### src/rtl/accum_pkg.sv
package accum_pkg;
  typedef enum logic [1:0] {
    OP_ADD  = 2'd0,
    OP_ACC  = 2'd1,
    OP_READ = 2'd2,
    OP_CLR  = 2'd3
  } opCode_t;

  // strobes from the sequencer to the cell
  typedef struct packed {
    logic pulse;
    logic clear;
  } cellCmd_t;
endpackage

### src/rtl/accum_cell.sv
module accum_cell
  import accum_pkg::*;
#(
  parameter int W = 10
) (
  input  logic         clk,
  input  logic         rstN,
  input  cellCmd_t     cmd,
  input  logic [W-1:0] limit,
  output logic         switched
);
  logic [W-1:0] level;

  assign switched = (level >= limit);

  always_ff @(posedge clk) begin
    if (!rstN) begin
      level <= '0;
    end else if (cmd.clear && !cmd.pulse) begin
      level <= '0;
    end else if (cmd.pulse && !cmd.clear && !switched) begin
      level <= level + W'(1);
    end
    // pulse and clear together: rejected, level kept
  end

  // an accepted pulse moves the level up by exactly one
  a_r2_single_step: assert property (@(posedge clk) disable iff (!rstN)
    (cmd.pulse && !cmd.clear && !switched) |=> (level == $past(level) + W'(1)));

  // with no command the level is retained
  a_r2_retain: assert property (@(posedge clk) disable iff (!rstN)
    (!cmd.pulse && !cmd.clear) |=> $stable(level));

  // a clear empties the cell in one cycle
  a_r8_clear_empties: assert property (@(posedge clk) disable iff (!rstN)
    (cmd.clear && !cmd.pulse) |=> (level == '0));

  // a pulse to a switched cell changes nothing
  a_r9_saturate: assert property (@(posedge clk) disable iff (!rstN)
    (cmd.pulse && !cmd.clear && switched) |=> $stable(level));
endmodule

### src/rtl/accum_ctrl.sv
module accum_ctrl
  import accum_pkg::*;
#(
  parameter int W        = 10,
  parameter int MAX_BASE = 512
) (
  input  logic         clk,
  input  logic         rstN,
  input  logic         start,
  input  logic [1:0]   op,
  input  logic [W-1:0] base,
  input  logic [W-1:0] opA,
  input  logic [W-1:0] opB,
  input  logic         switched,
  output cellCmd_t     cmd,
  output logic [W-1:0] baseQ,
  output logic         busy,
  output logic         done,
  output logic [W-1:0] result,
  output logic         carry,
  output logic         rangeErr
);
  typedef enum logic [2:0] {S_IDLE, S_CLR, S_RUNA, S_RUNB, S_READ, S_FIN} state_t;

  state_t       st;
  opCode_t      opQ;
  logic [W-1:0] remA, remB, readCnt;
  logic         baseOk, inRange;

  always_comb begin
    baseOk = (base >= W'(2)) && (base <= W'(MAX_BASE));
    case (opCode_t'(op))
      OP_ADD:  inRange = baseOk && (opA < base) && (opB < base);
      OP_ACC:  inRange = baseOk && (opA < base);
      default: inRange = baseOk;
    endcase
  end

  always_comb begin
    cmd = '0;
    case (st)
      S_CLR:  cmd.clear = 1'b1;
      S_RUNA: begin
        if (switched)          cmd.clear = 1'b1;
        else if (remA != '0)   cmd.pulse = 1'b1;
      end
      S_RUNB: begin
        if (switched)          cmd.clear = 1'b1;
        else if (remB != '0)   cmd.pulse = 1'b1;
      end
      S_READ: cmd.pulse = !switched;
      default: ;
    endcase
  end

  assign busy = (st != S_IDLE);
  assign done = (st == S_FIN);

  always_ff @(posedge clk) begin
    if (!rstN) begin
      st       <= S_IDLE;
      opQ      <= OP_ADD;
      baseQ    <= W'(MAX_BASE);
      remA     <= '0;
      remB     <= '0;
      readCnt  <= '0;
      result   <= '0;
      carry    <= 1'b0;
      rangeErr <= 1'b0;
    end else begin
      case (st)
        S_IDLE: if (start) begin
          opQ      <= opCode_t'(op);
          result   <= '0;
          carry    <= 1'b0;
          rangeErr <= 1'b0;
          if (!inRange) begin
            rangeErr <= 1'b1;
            st       <= S_FIN;
          end else begin
            baseQ   <= base;
            remA    <= opA;
            remB    <= opB;
            readCnt <= '0;
            case (opCode_t'(op))
              OP_ACC:  st <= S_RUNA;
              OP_READ: st <= S_READ;
              default: st <= S_CLR;
            endcase
          end
        end
        S_CLR: st <= (opQ == OP_ADD) ? S_RUNA : S_FIN;
        S_RUNA: begin
          if (switched)        carry <= 1'b1;
          else if (remA != '0) remA  <= remA - W'(1);
          else                 st    <= (opQ == OP_ADD) ? S_RUNB : S_FIN;
        end
        S_RUNB: begin
          if (switched)        carry <= 1'b1;
          else if (remB != '0) remB  <= remB - W'(1);
          else                 st    <= S_READ;
        end
        S_READ: begin
          if (switched) begin
            result <= (readCnt == '0) ? '0 : baseQ - readCnt;
            st     <= S_FIN;
          end else begin
            readCnt <= readCnt + W'(1);
          end
        end
        default: st <= S_IDLE;
      endcase
    end
  end

  // the two cell commands are exclusive
  a_r9_cmd_exclusive: assert property (@(posedge clk) disable iff (!rstN)
    !(cmd.pulse && cmd.clear));

  // completion is a single-cycle pulse
  a_r11_done_single: assert property (@(posedge clk) disable iff (!rstN)
    done |=> !done);

  // a refused operation drives no command to the cell
  a_r7_refused_quiet: assert property (@(posedge clk) disable iff (!rstN)
    rangeErr |-> (!cmd.pulse && !cmd.clear));

  // carry only arises from operations that apply operand pulses
  a_r3_carry_source: assert property (@(posedge clk) disable iff (!rstN)
    carry |-> ((opQ == OP_ADD) || (opQ == OP_ACC)));
endmodule

### src/rtl/pulse_accum_adder.sv
module pulse_accum_adder
  import accum_pkg::*;
#(
  parameter int MAX_BASE = 512,
  localparam int W = $clog2(MAX_BASE + 1)
) (
  input  logic         clk,
  input  logic         rstN,
  input  logic         start,
  input  logic [1:0]   op,
  input  logic [W-1:0] base,
  input  logic [W-1:0] opA,
  input  logic [W-1:0] opB,
  output logic         busy,
  output logic         done,
  output logic [W-1:0] result,
  output logic         carry,
  output logic         rangeErr,
  output logic         switched
);
  cellCmd_t     cellCmd;
  logic [W-1:0] cellLimit;

  accum_ctrl #(.W(W), .MAX_BASE(MAX_BASE)) u_ctrl (
    .clk(clk), .rstN(rstN), .start(start), .op(op), .base(base),
    .opA(opA), .opB(opB), .switched(switched), .cmd(cellCmd),
    .baseQ(cellLimit), .busy(busy), .done(done), .result(result),
    .carry(carry), .rangeErr(rangeErr)
  );

  accum_cell #(.W(W)) u_cell (
    .clk(clk), .rstN(rstN), .cmd(cellCmd), .limit(cellLimit),
    .switched(switched)
  );
endmodule

### config.mk
export PLATFORM = sky130hd
export DESIGN_NAME = pulse_accum_adder
export DESIGN_NICKNAME = d
export VERILOG_FILES = /design/src/rtl/accum_pkg.sv /design/src/rtl/accum_cell.sv /design/src/rtl/accum_ctrl.sv /design/src/rtl/pulse_accum_adder.sv
export SDC_FILE = /design/constraint.sdc
export NUM_CORES = 1
export LEC_CHECK = 0
export BUFFER_PORTS_ARGS = -buffer_cell sky130_fd_sc_hd__buf_2
export CAP_MARGIN = 15
export CORE_MARGIN = 2
export CORE_UTILIZATION = 45
export DETAILED_ROUTE_END_ITERATION = 8
export MAX_ROUTING_LAYER = met4
export SYNTH_ARGS = -nofsm -noshare
export SYNTH_HDL_FRONTEND = slang
export SYNTH_SLANG_ARGS = --single-unit
### constraint.sdc
create_clock -name clk -period 3.2 [get_ports clk]
set_clock_uncertainty 0.1 [all_clocks]
set_input_delay 0.16 -clock clk [delete_from_list [all_inputs] [get_ports clk]]
set_output_delay 0.16 -clock clk [all_outputs]
set_load 0.05 [all_outputs]
# Word level (Yosys, flattened, before mapping)

Index checks and enable logic that the tools add are counted.

Flip-flop bits (word level): 67
Input port bits: 35
Output and inout bits: 15
Word-level logic and storage cells: 110

Add/subtract/negate cells: 5
Order comparisons: 5
Eq/ne operators: 18
Muxes and demuxes: 41
Bitwise gates (word level): 1
Reduce and logical (&&, ||, !) cells: 30

Operator list:

| cell                    | number |
|---|---|
| $mux W10                | 14 |
| $pmux W10 S2            | 4 |
| $mux W3                 | 9 |
| $add A10 B1 Y10 const B | 2 |
| $lt A10 B10 Y1          | 2 |
| $reduce_bool A10 Y1     | 2 |
| $sub A10 B1 Y10 const B | 2 |
| $pmux W3 S5             | 1 |
| $ne A2 B2 Y1 const B    | 6 |
| $ge A10 B10 Y1          | 1 |
| $ge A10 B2 Y1 const B   | 1 |
| $le A10 B10 Y1 const B  | 1 |
| $logic_not A10 Y1       | 1 |
| $ne A2 B1 Y1 const B    | 5 |
| $reduce_and A5 Y1       | 2 |
| $sub A10 B10 Y10        | 1 |
| $reduce_and A3 Y1       | 3 |
| $mux W1                 | 8 |
| $reduce_bool A2 Y1      | 4 |
| $eq A3 B2 Y1 const B    | 2 |
| $eq A3 B3 Y1 const B    | 2 |
| $logic_and A1 B1 Y1     | 6 |
| $pmux W1 S2             | 3 |
| $pmux W3 S2             | 1 |
| 13 further kinds        | 17 |

# Longest topological paths before layout

Depth after elaboration: 8
Depth in mapped cells: 11
Depth with buffers taken out: 11

# Cells and area by module

Synthesis repeated with hierarchy kept, for this count alone.

Cells, all modules: 603
Area, all modules: 4,677.0 sq um

By module, submodules not included:

| module     | times used | cells each | area each (sq um) | sequential area each (sq um) |
|---|---|---|---|---|
| accum_ctrl | 1          | 510        | 3,913.8           | 1,141.1 |
| accum_cell | 1          | 93         | 763.2             | 200.2 |

# Worst setup path after synthesis

OpenSTA, ideal clock, no wires.

Path type: register -> register
From: register u_cell.level[0]
To: register u_cell.level[2]
Setup time: 0.139 ns
Arrival: 2.423 ns
Required time: 2.961 ns
Slack: 0.538 ns
Stages on the path, launching flop included: 11
Buffers on the path: 1
Clock period less this slack: 2.662 ns
Path through: dfxtp_1 -> inv_1 -> ha_1 -> nand2b_1 -> a21o_1 -> a2111oi_4 -> o21ai_2 -> clkbuf_1 -> nor3b_1 -> xnor2_1 -> nor2_1

Cells in the longest elaborated chain, start to end: 6
Elaborated cells on any way between the ends: 14
Those cells by class: 1 x add/sub; 1 x order compare; 5 x mux; 7 x reduce/logical

RTL lines:

| element                                                                         | line                               | source |
|---|---|---|
| from (decl)                                                                     | accum_cell.sv:12                   | `logic [W-1:0] level;` |
| from (signal assigned)                                                          | accum_cell.sv:22                   | `level <= level + W'(1);` |
| $ge A10 B10 Y1 *                                                                | accum_cell.sv:14                   | `assign switched = (level >= limit);` |
| net switched                                                                    | pulse_accum_adder.sv:19            | `output logic switched` |
| $mux W1, or another cell as far along                                           | accum_ctrl.sv:48                   | `if (switched) cmd.clear = 1'b1;` |
| $pmux W1 S3 / $pmux W1 S2 (equally long branches)                               | accum_ctrl.sv:41                   | `case (st)` |
| $logic_not A1 Y1, on equally long branches                                      | accum_cell.sv:19, accum_cell.sv:21 |  |
| $logic_and A1 B1 Y1, on equally long branches                                   | accum_cell.sv:19, accum_cell.sv:21 |  |
| $reduce_or A2 Y1 (no source line) / $logic_and A1 B1 Y1 (equally long branches) | -                                  |  |

The timed path passes the listed nets; every way through them passes the cells marked *.
A chain may end at the register's enable or synchronous reset.

# Final worst setup path

From: register u_cell.level[0]
To: register u_ctrl.remB[5]

Cells in the longest elaborated chain, start to end: 3

RTL lines:

| element                            | line              | source |
|---|---|---|
| $ge A10 B10 Y1                     | accum_cell.sv:14  |  |
| $ne A2 B2 Y1 (no source line)      | -                 |  |
| $reduce_and A5 Y1 (no source line) | -                 |  |
| to (signal assigned)               | accum_ctrl.sv:83  | `remB <= opB;` |
| to (signal assigned)               | accum_ctrl.sv:100 | `else if (remB != '0) remB <= remB - W'(1);` |
| to (decl)                          | accum_ctrl.sv:27  | `logic [W-1:0] remA, remB, readCnt;` |

Every way passes these cells.

==> flow_summary.ini <==
[global_route]
grt_usage = 0.2295
grtUsageMet2 = 0.3469
grt_max_degree = 25
grt_overflow = 0
grt.busiest_layer = met2
use_met1 = 0.3087
grtUsageMet3 = 0.04010
grt_first_pass_wirelength_um = 19460
antenna_found_initial = 0
grt_pass1_vias = 3893

[floorplan]
dieArea_um2 = 10880
core-area_um2 = 9774
fp.dieH_um = 104.3
ios = 50
die_w_um = 104.3
start_util = 0.4631
rows = 36

[worst_setup_path]
slowest_stage = dfxtp_1
cp.arrival_ps = 3080
crit_buf_inv = 2
startpoint_type = flop
crit_fanout = 14
reg2reg_depth = 10
ff2ff_setup_slack_ps = 280
cp.depth = 10
path_class = reg2reg
cp_slowest_stage_delay_ps = 420
path_cells = inv_1 > ha_1 > nand2b_1 > a21o_1 > a2111oi_4 > o21ai_2 > o22ai_2 > buf_4 > nor2_1 > a311oi_1
critical-path-top-delay-family = compound AO/OA/AOI/OAI gates
endpoint_kind = flop
critPathRequiredTime_ps = 3360

[routing]
ant_nets = 0
drc = 0
wl_per_cell_um = 15.87
wl_um = 11820
first_pass_iters = 5
routed_via_density = 5.477
drtIter0Drc = 141
vias = 4080

[timing]
layout_setup_ws_ps = 284.0
setup_viol = 0
fin_tns_setup_ps = 0
fmax_ghz = 0.3429
fin_crit_sh = 0.9112
hold_viol_final = 0
slew_headroom = 0.5722
post-route-min-period_ps = 2916
tightestPinTransition_ps = 641.5
rsz0062_at_grt = no
maxSlewViolCount = 0

[clock_tree]
cts_buffers = 9
ctsHtreeMaxLevel = 3
clk_pin_slew_ps = 80
clock_latency_ps = 370
postCtsSetupBuffers = 0
cts_hold_repair.buffers = 9
cts_resized = 0
clk_path_buf_depth = 2
cts_tree = built
cts.sinks = 67
root_buffer = clkbuf_8

[placement]
place_area_um2 = 4888
place_ws_ps = 320.2
io_buffers = 49
hpwl_um = 8984
gp_congestion = 0.8514

[yosys]
synthTopCellsByArea = dfxtp_1, ha_1, nor2_1, xnor2_1, inv_1
syn_nets = 636
syn_inst = 554
synth_area_per_cell_um2 = 8.171
synth_area_um2 = 4527
ys_types = 62
synth.largest_area_cell = dfxtp_1
synth_most_common_cell = nor2_1
synth_top_flop_cell = dfxtp_1
synth_edf_count = 0
postSynth.asyncResetShare = 0
yosys_warnings = 0
ys_ff_latch = 67
synth_top_cell_area_share = 0.2963
synth_top_cells_by_count = nor2_1, dfxtp_1, ha_1
ys_seq_area_frac = 0.2963

[job]
maxCapViolCount = 0

[layout]
design_area_um2 = 5228
final_util = 0.5348
antenna_cells = 0
layout.nets = 689
area_delta_synth_final_pct = 15.48
drive_gt1_frac = 0.1503

[power]
power.density_nw_per_um2 = 687.9
irDropWorstVdd_mv = 0.2976
total_leakage_power_uw = 0.002176

[worst_hold_path]
hold_path_class = in2reg
hold_path_depth = 3

[status]
outcome = finished clean
## through the flow
| step | cells | power (uW) | hold slack, ps |
|---|---|---|---|
| after floorplan | 554 | 2334 | 198.6 |
| after detailed placement | 720 | 2683 | 349.5 |
| after CTS | 745 | 3603 | 2.020 |
| final | 745 | 3596 | 7.258 |
| after global routing | 745 | 3831 | 4.892 |
| after global placement | 720 | 2654 | 346.5 |
## final timing paths
kind | from | to
hold / removal | base[7] | u_ctrl.baseQ[7]$_SDFFE_PN0P_
setup reg to reg | u_cell.level[0]$_SDFFE_PP0P_ | u_ctrl.remB[5]$_SDFFE_PN0P_
setup / recovery | u_cell.level[0]$_SDFFE_PP0P_ | u_ctrl.remB[5]$_SDFFE_PN0P_
hold reg to reg | u_ctrl.result[9]$_SDFFE_PN0P_ | u_ctrl.result[9]$_SDFFE_PN0P_
## registers in the layout (all words and copies together) (netlist names)
name and cells:
u_ctrl.readCnt 10, u_cell.level 10, u_ctrl.rangeErr 1, u_ctrl.result 10
u_ctrl.baseQ 10, u_ctrl.remA 10, u_ctrl.carry 1, u_ctrl.opQ 2
u_ctrl.st 3, u_ctrl.remB 10
## logic make-up after synthesis
kind of cell               Yosys count  share of synthesized area
adders and majority gates           47                     0.1316
and+or+nand+nor                    192                     0.2139
xor gates and xnor gates            31                    0.05998
AOI/OAI and AO/OA                  132                     0.1996
DFF                                 67                     0.2963
buffers and inverters               71                    0.06771
muxes                               14                    0.03096
## metal layers
metal  wire length, um  part of all wire
met5                 0                 0
met4               227             0.019
met3               441             0.037
met2              5193              0.44
met1              5958              0.50
## where the power goes
part | internal, uW | switching [uW] | total [uW]
sequential | 953 | 177 | 1130
combinational | 643 | 913 | 1560
clock | 540 | 370 | 910
total | 2140 | 1460 | 3600
## worst min-delay path, stage by stage
cell and delay (ps):
buf_2 130, mux2i_1 80, nor2_1 70
## cell type report
cell class | count | area (um^2)
clock inverters | 6 | 111.4
multi-input cells | 416 | 2879
well taps | 133 | 166.4
flip-flops and latches | 67 | 1341
fillers | 953 | 4547
clock buffers | 10 | 137.6
inverters | 45 | 168.9
repair buffers | 68 | 422.9
## placed cells by master (no fill, tap or decap), types with 3 or more instances in the layout
cell type,n
nor4_1,18
ha_1,46
mux2i_1,14
clkbuf_8,10
xnor2_1,24
o211a_1,3
dfxtp_1,67
o211ai_1,5
o22ai_1,3
a311oi_1,5
a22oi_1,9
bufinv_16,3
or4_1,3
a211oi_1,7
o21a_1,3
a21oi_1,31
nand2b_1,4
nor2_1,72
buf_4,9
nor3b_1,5
o21ai_0,30
dlygate4sd3_1,9
nor2b_1,4
inv_1,45
a21o_1,6
a221oi_1,3
nand4_1,6
and2_1,4
and3_1,9
nand3_1,12
nor3_1,12
a31o_2,5
nand2_1,32
buf_2,49
xor2_1,7
(Power assumes the default switching activity.)
